[src/rtl/twi_eeprom_pkg.sv]
package twi_eeprom_pkg;
  localparam int unsigned BYTE_W   = 8;
  localparam int unsigned STRAP_W  = 3;
  localparam int unsigned PREFIX_W = BYTE_W - STRAP_W - 1;
  localparam logic [PREFIX_W-1:0] DEV_PREFIX = 4'b1010;

  typedef enum logic [2:0] {
    ST_IDLE,
    ST_SEL,
    ST_SEL_ACK,
    ST_WR,
    ST_WR_ACK,
    ST_RD,
    ST_RD_ACK,
    ST_RD_NEXT
  } bus_state_e;

  function automatic logic dev_match(input logic [BYTE_W-1:0] b,
                                     input logic [STRAP_W-1:0] strap);
    return (b[BYTE_W-1 -: PREFIX_W] == DEV_PREFIX) && (b[STRAP_W:1] == strap);
  endfunction
endpackage

[src/rtl/twi_sync_edge.sv]
module twi_sync_edge #(
  parameter int unsigned WIDTH  = 2,
  parameter int unsigned STAGES = 2
) (
  input  logic             clk_i,
  input  logic             rst_ni,
  input  logic [WIDTH-1:0] d_i,
  output logic [WIDTH-1:0] lvl_o,
  output logic [WIDTH-1:0] prev_o
);
  for (genvar g = 0; g < WIDTH; g++) begin : g_line
    logic [STAGES:0] chain;
    always_ff @(posedge clk_i or negedge rst_ni) begin
      if (!rst_ni) chain <= '1;
      else         chain <= {chain[STAGES-1:0], d_i[g]};
    end
    assign lvl_o[g]  = chain[STAGES-1];
    assign prev_o[g] = chain[STAGES];
  end
endmodule

[src/rtl/twi_cond_detect.sv]
module twi_cond_detect (
  input  logic scl_lvl_i,
  input  logic scl_prev_i,
  input  logic sda_lvl_i,
  input  logic sda_prev_i,
  output logic start_o,
  output logic stop_o,
  output logic rise_o,
  output logic fall_o
);
  logic scl_held;
  assign scl_held = scl_lvl_i & scl_prev_i;
  assign start_o  = scl_held & sda_prev_i & ~sda_lvl_i;
  assign stop_o   = scl_held & ~sda_prev_i & sda_lvl_i;
  assign rise_o   = scl_lvl_i & ~scl_prev_i;
  assign fall_o   = ~scl_lvl_i & scl_prev_i;
endmodule

[src/rtl/twi_bit_fsm.sv]
module twi_bit_fsm
  import twi_eeprom_pkg::*;
(
  input  logic               clk_i,
  input  logic               rst_ni,
  input  logic               start_i,
  input  logic               stop_i,
  input  logic               rise_i,
  input  logic               fall_i,
  input  logic               sda_i,
  input  logic [STRAP_W-1:0] strap_i,
  input  logic               wr_busy_i,
  input  logic               ack_data_i,
  input  logic [BYTE_W-1:0]  tx_data_i,
  output logic               sda_oe_o,
  output logic               sel_o,
  output logic               rw_o,
  output logic [BYTE_W-1:0]  rx_byte_o,
  output logic               rx_valid_o,
  output logic               tx_load_o
);
  localparam int unsigned CNT_W = $clog2(BYTE_W);
  localparam logic [CNT_W-1:0] LAST_BIT = CNT_W'(BYTE_W - 1);

  bus_state_e        state_q;
  logic [CNT_W-1:0]  cnt_q;
  logic [BYTE_W-1:0] sh_q;
  logic              ack_slot_q;
  logic              ack_ok_q;
  logic [BYTE_W-1:0] in_byte;

  assign in_byte = {sh_q[BYTE_W-2:0], sda_i};

  always_ff @(posedge clk_i or negedge rst_ni) begin
    if (!rst_ni) begin
      state_q    <= ST_IDLE;
      cnt_q      <= '0;
      sh_q       <= '0;
      ack_slot_q <= 1'b0;
      ack_ok_q   <= 1'b0;
      sda_oe_o   <= 1'b0;
      sel_o      <= 1'b0;
      rw_o       <= 1'b0;
      rx_byte_o  <= '0;
      rx_valid_o <= 1'b0;
      tx_load_o  <= 1'b0;
    end else begin
      sel_o      <= 1'b0;
      rx_valid_o <= 1'b0;
      tx_load_o  <= 1'b0;
      if (start_i) begin
        state_q    <= ST_SEL;
        cnt_q      <= '0;
        ack_slot_q <= 1'b0;
        sda_oe_o   <= 1'b0;
      end else if (stop_i) begin
        state_q    <= ST_IDLE;
        ack_slot_q <= 1'b0;
        sda_oe_o   <= 1'b0;
      end else begin
        unique case (state_q)
          ST_SEL: if (rise_i) begin
            sh_q  <= in_byte;
            cnt_q <= cnt_q + 1'b1;
            if (cnt_q == LAST_BIT) begin
              if (dev_match(in_byte, strap_i) && !wr_busy_i) begin
                state_q <= ST_SEL_ACK;
                rw_o    <= sda_i;
                sel_o   <= 1'b1;
              end else begin
                state_q <= ST_IDLE;
              end
            end
          end
          ST_SEL_ACK: if (fall_i) begin
            if (!ack_slot_q) begin
              sda_oe_o   <= 1'b1;
              ack_slot_q <= 1'b1;
            end else begin
              ack_slot_q <= 1'b0;
              cnt_q      <= '0;
              if (rw_o) begin
                state_q   <= ST_RD;
                sda_oe_o  <= ~tx_data_i[BYTE_W-1];
                sh_q      <= {tx_data_i[BYTE_W-2:0], 1'b0};
                tx_load_o <= 1'b1;
              end else begin
                state_q  <= ST_WR;
                sda_oe_o <= 1'b0;
              end
            end
          end
          ST_WR: if (rise_i) begin
            sh_q  <= in_byte;
            cnt_q <= cnt_q + 1'b1;
            if (cnt_q == LAST_BIT) begin
              rx_byte_o  <= in_byte;
              rx_valid_o <= 1'b1;
              state_q    <= ST_WR_ACK;
            end
          end
          ST_WR_ACK: if (fall_i) begin
            if (!ack_slot_q) begin
              sda_oe_o   <= ack_data_i;
              ack_ok_q   <= ack_data_i;
              ack_slot_q <= 1'b1;
            end else begin
              ack_slot_q <= 1'b0;
              sda_oe_o   <= 1'b0;
              cnt_q      <= '0;
              state_q    <= ack_ok_q ? ST_WR : ST_IDLE;
            end
          end
          ST_RD: begin
            if (fall_i) begin
              sda_oe_o <= ~sh_q[BYTE_W-1];
              sh_q     <= {sh_q[BYTE_W-2:0], 1'b0};
            end else if (rise_i) begin
              cnt_q <= cnt_q + 1'b1;
              if (cnt_q == LAST_BIT) state_q <= ST_RD_ACK;
            end
          end
          ST_RD_ACK: begin
            if (fall_i) sda_oe_o <= 1'b0;
            else if (rise_i) state_q <= sda_i ? ST_IDLE : ST_RD_NEXT;
          end
          ST_RD_NEXT: if (fall_i) begin
            state_q   <= ST_RD;
            cnt_q     <= '0;
            sda_oe_o  <= ~tx_data_i[BYTE_W-1];
            sh_q      <= {tx_data_i[BYTE_W-2:0], 1'b0};
            tx_load_o <= 1'b1;
          end
          default: sda_oe_o <= 1'b0;
        endcase
      end
    end
  end
endmodule

[src/rtl/twi_eeprom_front.sv]
module twi_eeprom_front
  import twi_eeprom_pkg::*;
#(
  parameter int unsigned SYNC_STAGES = 2
) (
  input  logic               clk_i,
  input  logic               rst_ni,
  input  logic               scl_i,
  input  logic               sda_i,
  output logic               sda_oe_o,
  input  logic [STRAP_W-1:0] strap_i,
  input  logic               wr_busy_i,
  output logic               start_o,
  output logic               stop_o,
  output logic               sel_o,
  output logic               rw_o,
  output logic [BYTE_W-1:0]  rx_byte_o,
  output logic               rx_valid_o,
  input  logic               ack_data_i,
  input  logic [BYTE_W-1:0]  tx_data_i,
  output logic               tx_load_o
);
  logic [1:0] lvl, prev;
  logic       rise, fall;

  twi_sync_edge #(.WIDTH(2), .STAGES(SYNC_STAGES)) u_sync (
    .clk_i  (clk_i),
    .rst_ni (rst_ni),
    .d_i    ({scl_i, sda_i}),
    .lvl_o  (lvl),
    .prev_o (prev)
  );

  twi_cond_detect u_cond (
    .scl_lvl_i  (lvl[1]),
    .scl_prev_i (prev[1]),
    .sda_lvl_i  (lvl[0]),
    .sda_prev_i (prev[0]),
    .start_o    (start_o),
    .stop_o     (stop_o),
    .rise_o     (rise),
    .fall_o     (fall)
  );

  twi_bit_fsm u_fsm (
    .clk_i      (clk_i),
    .rst_ni     (rst_ni),
    .start_i    (start_o),
    .stop_i     (stop_o),
    .rise_i     (rise),
    .fall_i     (fall),
    .sda_i      (lvl[0]),
    .strap_i    (strap_i),
    .wr_busy_i  (wr_busy_i),
    .ack_data_i (ack_data_i),
    .tx_data_i  (tx_data_i),
    .sda_oe_o   (sda_oe_o),
    .sel_o      (sel_o),
    .rw_o       (rw_o),
    .rx_byte_o  (rx_byte_o),
    .rx_valid_o (rx_valid_o),
    .tx_load_o  (tx_load_o)
  );
endmodule

[config.mk]
export PLATFORM = sky130hd
export DESIGN_NAME = twi_eeprom_front
export DESIGN_NICKNAME = d
export VERILOG_FILES = /design/src/rtl/twi_eeprom_pkg.sv /design/src/rtl/twi_sync_edge.sv /design/src/rtl/twi_cond_detect.sv /design/src/rtl/twi_bit_fsm.sv /design/src/rtl/twi_eeprom_front.sv
export SDC_FILE = /design/constraint.sdc
export NUM_CORES = 1
export LEC_CHECK = 0
export BUFFER_PORTS_ARGS = -buffer_cell sky130_fd_sc_hd__buf_2
export CAP_MARGIN = 20
export CORE_ASPECT_RATIO = 1.75
export CORE_MARGIN = 2
export CORE_UTILIZATION = 55
export DETAILED_ROUTE_END_ITERATION = 7
export PLACE_DENSITY_LB_ADDON = 0.3
export SETUP_SLACK_MARGIN = 0.1
export SYNTH_ARGS = -nofsm -noshare
export SYNTH_HDL_FRONTEND = slang
export SYNTH_HIERARCHICAL = 1
export SYNTH_SLANG_ARGS = --single-unit
[constraint.sdc]
create_clock -name clk_i -period 2.2 [get_ports clk_i]
set_input_delay 0.22 -clock clk_i [delete_from_list [all_inputs] [get_ports clk_i]]
set_output_delay 0.22 -clock clk_i [all_outputs]
set_load 0.05 [all_outputs]
==> results of run 1 <==
## critical path, cell delays in order (launching register included)
cell and delay, ps:
dfstp_2 560, nor2b_1 130, buf_4 160, nand2_1 70, a21boi_0 170, o22ai_1 390, o211ai_1 200, a211oi_1 260
## placed cells by master, fill, tap and decap left out, types with 2 or more instances in the layout
cell type	Yosys	routed
a211oi_1	3	3
a21oi_1	6	6
a31oi_1	2	2
buf_2	6	31
buf_4	4	12
clkbuf_8	0	6
dfrtp_1	29	29
dfstp_2	6	6
ha_1	4	4
inv_1	4	4
mux2_2	10	10
mux2i_1	10	10
nand2_1	23	23
nand2b_1	4	4
nand3_1	4	4
nor2_1	7	7
nor2b_1	2	2
nor3_1	7	7
o21ai_0	15	15
o221ai_1	2	2
o22ai_1	2	2
xnor2_1	2	2
xor2_1	3	3
## metal layers
layer,share of wire (%),vias to the layer above,routed length (um)
met5,0,-,0
met1,36,752,1770
met2,54,78,2630
li1,-,734,-
met3,5.2,23,251
met4,4.4,0,216
## final cells by class
cell class	instances	share of cell area [%]
sequential	35	39.2
clock buffer	6	3.66
inverter	5	0.832
tap	45	2.50
timing repair buffer	43	10.9
clock inverter	2	1.72
multi-input combinational	132	41.3
## registers in the layout, indices dropped and copies added, names as in the netlist
signal	count
u_fsm/ack_slot_q	1
u_fsm/ack_ok_q	1
u_fsm/rx_valid_o	1
u_fsm/cnt_q	3
u_fsm/rx_byte_o	8
u_fsm/state_q	3
u_fsm/sh_q	8
u_sync/g_line.chain	6
u_fsm/sel_o	1
u_fsm/rw_o	1
u_fsm/sda_oe_o	1
u_fsm/tx_load_o	1
## cells by family (layout without fill, tap and decap cells)
logic type / after synthesis / count (layout) / synth area share (%)
buffers and inverters: 15 / 56 / 4.20
DFF: 35 / 35 / 47.0
and+or+nand+nor: 59 / 59 / 16.9
xor gates and xnor gates: 5 / 5 / 2.33
AOI/OAI and AO/OA: 44 / 44 / 15.6
adders and majority gates: 4 / 4 / 2.66
muxes: 20 / 20 / 11.3
## power by group through the flow
| stage | sequential (mW) | clock [mW] | combinational [mW] |
|---|---|---|---|
| floorplan | 0.901 | 0 | 0.557 |
| global placement | 0.920 | 0 | 0.761 |
| detailed placement | 0.931 | 0 | 0.784 |
| CTS | 0.919 | 0.628 | 0.787 |
| global route | 0.945 | 0.654 | 0.886 |
| finish | 0.925 | 0.619 | 0.801 |
## per-stage QoR
step	std cells	hold slack, ps	utilization, %
6_report	268	-2.48	67.8
3_3_place_gp	260	313	63.8
4_1_cts	268	11.0	67.5
5_1_grt	268	4.56	67.8
3_5_place_dp	260	327	63.8
2_1_floorplan	182	-75.6	-
## worst paths after layout
kind | startpoint | slack (ps) | to | depth (start not counted)
worst max-delay path | u_sync/g_line[1].chain[2]$_DFF_PN1_ | 180 | u_fsm/state_q[2]$_DFFE_PN0P_ | 7
worst min-delay path | rst_ni | -2 | u_fsm/state_q[2]$_DFFE_PN0P_ | 1
worst max register to register | u_sync/g_line[1].chain[2]$_DFF_PN1_ | 180 | u_fsm/state_q[2]$_DFFE_PN0P_ | 7
worst min register to register | u_sync/g_line[1].chain[0]$_DFF_PN1_ | 360 | u_sync/g_line[1].chain[1]$_DFF_PN1_ | 0
max in group asynchronous | rst_ni | 1710 | u_fsm/ack_ok_q$_DFFE_PN0P_ | 1
min in group clk_i | sda_i | 20 | u_sync/g_line[0].chain[0]$_DFF_PN1_ | 1
## what timing repair did
action                     in CTS  in global routing
buffers inserted                0                  0
setup endpoints to repair       0                  4
resized for setup               0                  2
==> qor_table.md, run 1 <==
| Step | Result | Value |
|:---|:---|:---|
| cells and area | Footprint of the multi-input gates | 931 sq um |
| global routing | Initial antenna violation count | 0 |
| yosys | Share of the synthesized area in the top cell type | 38.6% |
| sta | Clock period minus worst slack | 2020 ps |
| global routing | Peak-usage layer in the global routing report | met2 |
| global routing | Grt met2 use | 48.7% |
| yosys | Register bit total from synthesis | 35 |
| setup path | Critical Path RT | 2410 ps |
| clocking | Root buf cell | clkbuf_8 |
| sta | Tightest slew margin relative to the limit | 48.7% |
| cells and area | # diodes | 0 |
| global routing | Global Route met1 Usage | 34.0% |
| yosys | Synth top cells by count | dfrtp_1, nand2_1, o21ai_0, mux2_2, mux2i_1 |
| sta | Tightest Pin Transition | 770 ps |
| yosys | Post-Synthesis Cell Area | 0.00188 sq mm |
| yosys | Top cell type by total area after synthesis | dfrtp_1 |
| pwr | Peak ir drop on the vdd network | 0.907 mV |
| placed design | Quantity of I/O buffers inserted on ports | 31 |
| clocking | TritonCTS clock tree | done |
| yosys | Number of instances in the synthesized netlist | 182 |
| sta | Crit share post-route | 91.9% |
| cells and area | Fillers | 259 |
| sta | Unrepaired setup endpoints after global routing | yes |
| detailed routing | Length of the first detailed-routing pass in iterations | 4 |
| placed design | Placer's final routability congestion estimate | 1.11 |
| detailed routing | Total detailed-routing wirelength | 4860 um |
| sta | Hold violation total from the final report | 4 |
| sta | Final max-slew violation count | 0 |
| global routing | Number of global-route vias before repair | 1626 |
| floorplan | IO Pins | 32 |
| setup path | Endpoint kind of the worst setup timing path | flip-flop |
| job | Maximum Capacitance Violations | 0 |
| floorplan | Width of the die | 48.2 um |
| floorplan | Die boundary height | 81.3 um |
| cells and area | Number of nets in the final layout | 243 |
| cells and area | Synth-to-Final Area Change | 20.1% |
| yosys | Register area share after synthesis | 47.0% |
| pwr | Pwr Total | 2.34 mW |
| setup path | Crit Path Class | reg2reg |
| setup path | Critical path arrival | 2230 ps |
| cells and area | Share of final-layout standard cells stronger than drive strength 1 | 35.0% |
| placed design | Detail Placement HPWL | 3630 um |
| yosys | Number of library cell types mapped by synthesis | 48 |
| detailed routing | Final antenna-violating net count | 0 |
| cells and area | Post-layout instance area | 0.00226 sq mm |
| clocking | TritonCTS Buffers | 5 |
| yosys | Synth async-reset ratio | 100% |
| placed design | Worst setup slack before clock tree synthesis | 216 ps |
| setup path | Maximum fanout along the worst path | 8 |
| worst hold path | Min-Delay Path Class | in2async |
| sta | Setup violations, final | 0 |
| floorplan | FP Rows | 28 |
| detailed routing | Routed wirelength normalized by instance count | 18.1 um |
| yosys | Synth area leaders | dfrtp_1, dfstp_2, mux2_2, mux2i_1, nand2_1 |
| global routing | Met3 Use GR | 5.56% |
| yosys | Most repeated cell in the gate-level netlist after synthesis | dfrtp_1 |
| yosys | Most common flop cell mapped by yosys | dfrtp_1 |
| yosys | Yosys synthesis warning count | 6 |
| pwr | Power per Cell Area | 1040 mW/mm^2 |
| floorplan | Placeable core region | 0.00333 sq mm |
| cells and area | Seq. cell area | 883 sq um |
| outcome | Result of the run | finished with violations |
| pwr | Sw Pwr | 0.859 mW |
| clocking | Deepest clock path buffer count | 2 |
| global routing | Wire length of the first global-routing pass | 7910 um |
| clocking | Clock slew at reported path FFs | 70 ps |
| pwr | Total internal power | 1.49 mW |
| sta | Tightest hold margin | -2.48 ps |
| detailed routing | Via count | 1587 |
| sta | Maximum clock rate | 495 MHz |
| clocking | Clock net sink count | 35 |
| sta | Sum Neg Setup Slack | 0 ps |
| global routing | All-layer global routing usage | 29.5% |
| pwr | Net Sw Frac | 36.7% |
| clocking | H-tree levels | 2 |
| placed design | Placed cell area | 0.00212 sq mm |
| sta | Final worst clock skew | 3.73 ps |
| outcome | Violations in the final reports | negative hold slack |
| pwr | Fraction of power consumed by sequential logic | 39.4% |
| global routing | Residual overflow from global routing | 0 |
| detailed routing | Vias per Instance | 5.92 |
| yosys | Syn_nets | 203 |
| clocking | Hold-fix buffers, CTS | 0 |
| floorplan | Area of the die | 0.00392 sq mm |
| setup path | CP Launch Type | flip-flop |
| sta | PnR worst setup slack | 179 ps |
| yosys | Number of enable flip-flop cells after synthesis | 0 |
| detailed routing | DRC errors left | 0 |
| yosys | Post-synthesis area per instance | 10.3 sq um |
| pwr | Clk pwr share | 26.4% |
| floorplan | Initial core utilization | 56.4% |
| clocking | Skew-Pair Late Insertion Delay | 290 ps |
| global routing | Maximum number of pins on one net before global-route repair | 36 |
| detailed routing | First DRT Iteration DRCs | 104 |
| pwr | Leak Pwr | 1.07 nW |
| pwr | Share of total power in combinational logic | 34.2% |
(Power assumes the default switching activity.)
==> run 2, diff against run 1 <==
--- a/config.mk
+++ b/config.mk
@@ -9,7 +9,7 @@
 export CAP_MARGIN = 20
 export CORE_ASPECT_RATIO = 1.75
 export CORE_MARGIN = 2
-export CORE_UTILIZATION = 55
+export CORE_UTILIZATION = 30
 export DETAILED_ROUTE_END_ITERATION = 7
 export PLACE_DENSITY_LB_ADDON = 0.3
 export SETUP_SLACK_MARGIN = 0.1
==> run 2 against run 1 <==
  * Utilization fell by 31 points
  * The run now ends clean
  * Clock power down 26%
  * Largest power group unchanged
  * Cell count increased by 13%
  * Die area increased by 77%
  * Clock skew grew 2.6 ps
  * Combinational power is essentially flat
==> qor_table.md, run 2 (synthesized netlist as in run 1, its figures left out) <==
| Step | Result | Value | Delta |
|:---|:---|:---|:---|
| detailed routing | First DRT Iteration DRCs | 43 | was 104 |
| setup path | Crit Path Class | reg2reg | unchanged |
| placed design | Quantity of I/O buffers inserted on ports | 31 | unchanged |
| detailed routing | Routed wirelength normalized by instance count | 16.0 um | was 18.1 um |
| setup path | Cell at the slowest stage of the critical path | dfstp_2 | unchanged |
| detailed routing | DRC errors left | 0 | unchanged |
| floorplan | Initial core utilization | 30.6% | was 56.4% |
| cells and area | Number of nets in the final layout | 242 | was 243 |
| sta | Sum Neg Setup Slack | 0 ps | unchanged |
| floorplan | Area of the die | 0.00693 sq mm | was 0.00392 sq mm |
| detailed routing | Vias per Instance | 5.11 | was 5.92 |
| pwr | Power per Cell Area | 965 mW/mm^2 | was 1040 mW/mm^2 |
| global routing | Maximum number of pins on one net before global-route repair | 36 | unchanged |
| clocking | Deepest clock path buffer count | 2 | unchanged |
| global routing | All-layer global routing usage | 14.9% | was 29.5% |
| setup path | Worst path cell trace | and4b_4 -> or2_2 -> nor3_4 -> buf_6 -> mux2_2 | was nor2b_1 -> buf_4 -> nand2_1 -> a21boi_0 -> o22ai_1 -> o211ai_1 -> a211oi_1 |
| clocking | Post-CTS repair timing setup buffer count | 0 | unchanged |
| sta | Clock period minus worst slack | 2000 ps | was 2020 ps |
| setup path | Crit path largest cell delay | 600 ps | was 560 ps |
| sta | Maximum clock rate | 500 MHz | was 495 MHz |
| pwr | Sw Pwr | 0.841 mW | was 0.859 mW |
| sta | Final worst clock skew | 6.30 ps | was 3.73 ps |
| detailed routing | Via count | 1544 | was 1587 |
| clocking | Hold-fix buffers, CTS | 0 | unchanged |
| placed design | Placer's final routability congestion estimate | 0.949 | was 1.11 |
| cells and area | Commonest cells after routing, fill and taps aside | buf_2, dfrtp_1, nand2_1 | unchanged |
| pwr | Fraction of power consumed by sequential logic | 42.3% | was 39.4% |
| clocking | Clock net sink count | 35 | unchanged |
| pwr | Total internal power | 1.34 mW | was 1.49 mW |
| job | Maximum Capacitance Violations | 0 | unchanged |
| floorplan | Die boundary height | 109 um | was 81.3 um |
| floorplan | Width of the die | 63.8 um | was 48.2 um |
| global routing | Initial antenna violation count | 0 | unchanged |
| clocking | Clock slew at reported path FFs | 70 ps | about the same |
| setup path | Worst path buffer plus inverter count | 1 | unchanged |
| cells and area | Synth-to-Final Area Change | 20.4% | was 20.1% |
| clocking | H-tree levels | 2 | unchanged |
| detailed routing | Length of the first detailed-routing pass in iterations | 4 | unchanged |
| clocking | TritonCTS clock tree | done | unchanged |
| sta | Tightest Pin Transition | 773 ps | was 770 ps |
| sta | Final max-slew violation count | 0 | unchanged |
| global routing | Wire length of the first global-routing pass | 7870 um | was 7910 um |
| cells and area | Share of final-layout standard cells stronger than drive strength 1 | 34.7% | was 35.0% |
| setup path | Critical path arrival | 2170 ps | was 2230 ps |
| pwr | Share of total power in combinational logic | 36.6% | was 34.2% |
| worst hold path | Min-Delay Path Class | in2async | unchanged |
| cells and area | Util after Layout | 36.9% | was 67.8% |
| sta | Crit share post-route | 91.0% | was 91.9% |
| cells and area | Leading cell type in the layout, fill and taps excluded | buf_2 | unchanged |
| sta | Setup violations, final | 0 | unchanged |
| sta | Hold violation total from the final report | 0 | was 4 |
| sta | Tightest slew margin relative to the limit | 48.5% | was 48.7% |
| cells and area | Largest regs | u_fsm/rx_byte_o x8, u_fsm/sh_q x8, u_sync/g_line.chain x6 | unchanged |
| clocking | TritonCTS Buffers | 5 | unchanged |
| placed design | Detail Placement HPWL | 3720 um | was 3630 um |
| setup path | Setup slack of the most critical reg-to-reg path | 200 ps | was 180 ps |
| sta | Unrepaired setup endpoints after global routing | yes | unchanged |
| setup path | Critical Path RT | 2370 ps | was 2410 ps |
| setup path | CP Launch Type | flip-flop | unchanged |
| pwr | Net Sw Frac | 38.5% | was 36.7% |
| detailed routing | Final antenna-violating net count | 0 | unchanged |
| detailed routing | Total detailed-routing wirelength | 4840 um | was 4860 um |
| sta | Tightest hold margin | 8.38 ps | was -2.48 ps |
| global routing | Residual overflow from global routing | 0 | unchanged |
| setup path | Endpoint kind of the worst setup timing path | flip-flop | unchanged |
| pwr | Peak ir drop on the vdd network | 0.513 mV | was 0.907 mV |
| cells and area | Fillers | 625 | was 259 |
| pwr | Clk pwr share | 21.1% | was 26.4% |
| clocking | Root buf cell | clkbuf_8 | unchanged |
| pwr | Leak Pwr | 1.05 nW | was 1.07 nW |
| setup path | Maximum fanout along the worst path | 9 | was 8 |
| floorplan | Placeable core region | 0.00613 sq mm | was 0.00333 sq mm |
| setup path | Crit-path leading delay family | simple AND/OR/NAND/NOR gates | was compound AO/OA/AOI/OAI gates |
| floorplan | FP Rows | 38 | was 28 |
| clocking | Skew-Pair Late Insertion Delay | 290 ps | about the same |
| floorplan | IO Pins | 32 | unchanged |
| outcome | Result of the run | completed | was finished with violations |
| global routing | Number of global-route vias before repair | 1598 | was 1626 |
| cells and area | # diodes | 0 | unchanged |
-- run 2: worst reg2reg max path: cells and delay by family, from the launching register on --
| family | cells | cell delay [ps] |
|---|---|---|
| AND/OR/NAND/NOR | 3 | 780 |
| flip-flops | 1 | 600 |
| multiplexers | 1 | 340 |
| buffers and inverters | 1 | 180 |
-- run 2: power groups by stage --
stage               sequential [mW]  clock [mW]  combinational (mW)
floorplan                     0.901           0               0.557
global placement              0.936           0               0.787
detailed placement            0.937           0               0.802
CTS                           0.924       0.475               0.803
global route                  0.947       0.507               0.881
finish                        0.923       0.460               0.799
-- run 2: path summary, 6_finish.rpt --
| kind | start | endpoint | cells after the start |
|---|---|---|---|
| worst min register to register | u_sync/g_line[1].chain[0]$_DFF_PN1_ | u_sync/g_line[1].chain[1]$_DFF_PN1_ | 0 |
| worst max register to register | u_sync/g_line[0].chain[1]$_DFF_PN1_ | u_fsm/rx_byte_o[0]$_DFFE_PN0P_ | 5 |
| max in group asynchronous | rst_ni | u_fsm/state_q[2]$_DFFE_PN0P_ | 1 |
| worst min-delay path | rst_ni | u_fsm/rx_valid_o$_DFF_PN0_ | 1 |
| worst max-delay path | u_sync/g_line[0].chain[1]$_DFF_PN1_ | u_fsm/rx_byte_o[0]$_DFFE_PN0P_ | 5 |
| min in group clk_i | sda_i | u_sync/g_line[0].chain[0]$_DFF_PN1_ | 1 |
-- run 2: timing repair --
item | in CTS | in global routing
setup endpoints to repair | 1 | 11
gates resized for setup | 1 | 2
pin swaps | 0 | 1
hold endpoints to repair | 0 | 0
-- run 2: routing by layer --
layer | wire length, um | global-route usage [%] | up-vias
met4 | 212 | 11.0 | 0
met2 | 2700 | 27.4 | 52
met5 | 0 | 0 | -
met1 | 1780 | 15.1 | 744
met3 | 143 | 1.65 | 16
li1 | - | - | 732
-- run 2: area by class of cell --
cell class,instances,area (sq um),area share (%)
multi-input combinational,132,932,41.2
sequential,35,883,39.1
timing repair buffer,42,241,10.7
tap,80,100,4.43
clock buffer,6,72.6,3.21
inverter,5,18.8,0.830
clock inverter,2,12.5,0.553
-- run 2: per-stage QoR --
stage	std cells	setup WS, ps	power (mW)	instance area [sq um]
3_5_place_dp	294	29.8	1.74	2160
5_1_grt	302	57.8	2.33	2260
2_1_floorplan	182	128	1.46	1880
6_report	302	199	2.18	2260
4_1_cts	302	104	2.20	2250
3_3_place_gp	294	5.33	1.72	2160
==> run 3, diff against run 2 <==
--- a/config.mk
+++ b/config.mk
@@ -10,6 +10,7 @@
 export CORE_ASPECT_RATIO = 1.75
 export CORE_MARGIN = 2
 export CORE_UTILIZATION = 30
+export CTS_BUF_LIST = sky130_fd_sc_hd__clkbuf_8
 export DETAILED_ROUTE_END_ITERATION = 7
 export PLACE_DENSITY_LB_ADDON = 0.3
 export SETUP_SLACK_MARGIN = 0.1
==> run 3 against run 2 <==
  * Fmax barely moved
  * Setup slack is essentially flat
  * Via count unchanged
  * Design area stayed put
  * Cell count unchanged
  * First-iteration DRC count stayed put
  * Die area is the same
  * Utilization stayed put
  * Sequential power is essentially flat
  * Worst hold slack is essentially flat
  * Critical path type unchanged
  * Largest cell class unchanged
==> qor_table.md, run 3 (synthesized netlist as in run 1, its figures left out) <==
| Step | Result | Value | Delta |
|:---|:---|:---|:---|
| sta | Unrepaired setup endpoints after global routing | yes | unchanged |
| sta | Sum Neg Setup Slack | 0 ps | unchanged |
| floorplan | Placeable core region | 0.00613 sq mm | unchanged |
| pwr | Fraction of power consumed by sequential logic | 42.4% | was 42.3% |
| pwr | Sw Pwr | 0.841 mW | about the same |
| detailed routing | Final antenna-violating net count | 0 | unchanged |
| floorplan | IO Pins | 32 | unchanged |
| worst hold path | Min-Delay Path Class | in2async | unchanged |
| floorplan | Initial core utilization | 30.6% | unchanged |
| setup path | Setup slack of the most critical reg-to-reg path | 200 ps | about the same |
| detailed routing | DRC errors left | 0 | unchanged |
| pwr | Total internal power | 1.34 mW | about the same |
| floorplan | FP Rows | 38 | unchanged |
| pwr | Peak ir drop on the vdd network | 0.499 mV | was 0.513 mV |
| sta | Clock period minus worst slack | 2000 ps | about the same |
| placed design | Placed insts | 294 | unchanged |
| cells and area | Final non-filler cell total | 302 | unchanged |
| global routing | Maximum number of pins on one net before global-route repair | 36 | unchanged |
| detailed routing | First DRT Iteration DRCs | 43 | unchanged |
| global routing | Initial antenna violation count | 0 | unchanged |
| detailed routing | Total length of routed met3 wires | 143 um | unchanged |
| global routing | Residual overflow from global routing | 0 | unchanged |
| sta | Crit share post-route | 91.0% | about the same |
| sta | Final worst clock skew | 6.30 ps | about the same |
| detailed routing | Total detailed-routing wirelength | 4840 um | about the same |
| setup path | Cell depth of the worst setup path | 5 | unchanged |
| sta | Tightest Pin Transition | 773 ps | unchanged |
| floorplan | Area of the die | 0.00693 sq mm | unchanged |
| pwr | Share of total power in combinational logic | 36.7% | was 36.6% |
| floorplan | Width of the die | 63.8 um | unchanged |
| placed design | Quantity of I/O buffers inserted on ports | 31 | unchanged |
| clocking | H-tree levels | 2 | unchanged |
| job | Maximum Capacitance Violations | 0 | unchanged |
| global routing | Wire length of the first global-routing pass | 7870 um | unchanged |
| clocking | TritonCTS Buffers | 5 | unchanged |
| clocking | Deepest clock path buffer count | 2 | unchanged |
| outcome | Result of the run | completed | unchanged |
| floorplan | Die boundary height | 109 um | unchanged |
| setup path | Endpoint kind of the worst setup timing path | flip-flop | unchanged |
| pwr | Leak Pwr | 1.05 nW | about the same |
| setup path | Cell at the slowest stage of the critical path | dfstp_2 | unchanged |
| global routing | Number of global-route vias before repair | 1598 | unchanged |
| cells and area | Number of nets in the final layout | 242 | unchanged |
| cells and area | Synth-to-Final Area Change | 20.4% | unchanged |
| placed design | Detail Placement HPWL | 3720 um | unchanged |
| detailed routing | Vias per Instance | 5.11 | unchanged |
| pwr | Clk pwr share | 20.9% | was 21.1% |
| sta | Final max-slew violation count | 0 | unchanged |
| pwr | Net Sw Frac | 38.6% | was 38.5% |
| setup path | Crit-path leading delay family | simple AND/OR/NAND/NOR gates | unchanged |
| setup path | CP Launch Type | flip-flop | unchanged |
| setup path | Worst flop-to-flop path endpoint | u_fsm/rx_byte_o[0]$_DFFE_PN0P_ | unchanged |
| cells and area | Commonest cells after routing, fill and taps aside | buf_2, dfrtp_1, nand2_1 | unchanged |
| setup path | Crit path largest cell delay | 600 ps | about the same |
| setup path | R2R depth | 5 | unchanged |
| sta | Maximum clock rate | 500 MHz | about the same |
| clocking | Hold-fix buffers, CTS | 0 | unchanged |
| setup path | Worst Setup EP | u_fsm/rx_byte_o[0]$_DFFE_PN0P_ | unchanged |
| sta | Tightest slew margin relative to the limit | 48.5% | unchanged |
| placed design | Placed cell area | 0.00216 sq mm | unchanged |
| setup path | Critical Path RT | 2370 ps | about the same |
| global routing | All-layer global routing usage | 14.9% | unchanged |
| setup path | Critical path arrival | 2170 ps | about the same |
| clocking | Skew-Pair Late Insertion Delay | 290 ps | about the same |
| detailed routing | Met2 wirelength from detailed routing | 2700 um | unchanged |
| setup path | Worst path cell trace | and4b_4 -> or2_2 -> nor3_4 -> buf_6 -> mux2_2 | unchanged |
| sta | Hold violation total from the final report | 0 | unchanged |
| cells and area | Fillers | 625 | unchanged |
| placed design | Placer's final routability congestion estimate | 0.949 | unchanged |
| cells and area | Post-layout instance area | 0.00226 sq mm | unchanged |
| cells and area | Share of final-layout standard cells stronger than drive strength 1 | 34.7% | unchanged |
| setup path | Crit Path Class | reg2reg | unchanged |
| clocking | Clock slew at reported path FFs | 70 ps | about the same |
| detailed routing | Via count | 1544 | unchanged |
| detailed routing | Wire length the detailed router placed on met1 | 1780 um | about the same |
| detailed routing | DR top layer | met4 | unchanged |
| cells and area | # diodes | 0 | unchanged |
| setup path | Worst path buffer plus inverter count | 1 | unchanged |
| pwr | Power per Cell Area | 963 mW/mm^2 | was 965 mW/mm^2 |
| clocking | Clock net sink count | 35 | unchanged |
| sta | Setup violations, final | 0 | unchanged |
| setup path | CP Launch Point | u_sync/g_line[0].chain[1]$_DFF_PN1_ | unchanged |
| setup path | Maximum fanout along the worst path | 9 | unchanged |
| cells and area | Largest regs | u_fsm/rx_byte_o x8, u_fsm/sh_q x8, u_sync/g_line.chain x6 | unchanged |
| detailed routing | Routed wirelength normalized by instance count | 16.0 um | about the same |
| clocking | TritonCTS clock tree | done | unchanged |
| clocking | Root buf cell | clkbuf_8 | unchanged |
| cells and area | Leading cell type in the layout, fill and taps excluded | buf_2 | unchanged |
| setup path | Startpoint of the worst register-to-register path | u_sync/g_line[0].chain[1]$_DFF_PN1_ | unchanged |
| detailed routing | Length of the first detailed-routing pass in iterations | 4 | unchanged |
==> run 3: worst min-delay path by stage <==
stage                                          endpoint  startpoint  cells after the start
floorplan                    u_fsm/ack_ok_q$_DFFE_PN0P_      rst_ni                      0
global placement    u_sync/g_line[0].chain[0]$_DFF_PN1_       sda_i                      1
detailed placement  u_sync/g_line[0].chain[0]$_DFF_PN1_       sda_i                      1
CTS                 u_sync/g_line[0].chain[0]$_DFF_PN1_       sda_i                      1
global route        u_sync/g_line[0].chain[0]$_DFF_PN1_       sda_i                      1
finish                       u_fsm/rx_valid_o$_DFF_PN0_      rst_ni                      1
==> run 3: repair_timing <==
action / CTS / global route
resized for setup: 1 / 2
pin swaps: 0 / 1
buffers inserted: 0 / 0
endpoints found under the setup margin: 1 / 11
==> run 3: power by group through the flow <==
| stage | Clock (mW) | Sequential [mW] | Combinational, mW |
|---|---|---|---|
| floorplan | 0 | 0.901 | 0.557 |
| global placement | 0 | 0.936 | 0.787 |
| detailed placement | 0 | 0.937 | 0.802 |
| CTS | 0.471 | 0.924 | 0.803 |
| global route | 0.503 | 0.947 | 0.881 |
| finish | 0.455 | 0.923 | 0.799 |
==> run 3: final cells by class <==
type                       instances  area, sq um  share of cell area (%)
timing repair buffer              42          241                    10.7
clock inverter                     3         16.3                   0.719
inverter                           5         18.8                   0.830
sequential                        35          883                    39.1
tap                               80          100                    4.43
multi-input combinational        132          932                    41.2
clock buffer                       5         68.8                    3.04
==> run 3: per-layer routing <==
metal / up-vias / track usage [%]
li1: 732 / -
met1: 744 / 15.1
met2: 52 / 27.4
met3: 16 / 1.65
met4: 0 / 11.0
met5: - / 0
==> run 3: metrics by stage <==
step	util, %	total power, mW	hold slack [ps]	setup slack [ps]
after floorplan	-	1.46	-75.6	128
after global placement	35.2	1.72	326	5.33
after detailed placement	35.2	1.74	327	29.8
after CTS	36.8	2.20	17.0	104
after global routing	36.9	2.33	11.1	57.3
final	36.9	2.18	8.16	198
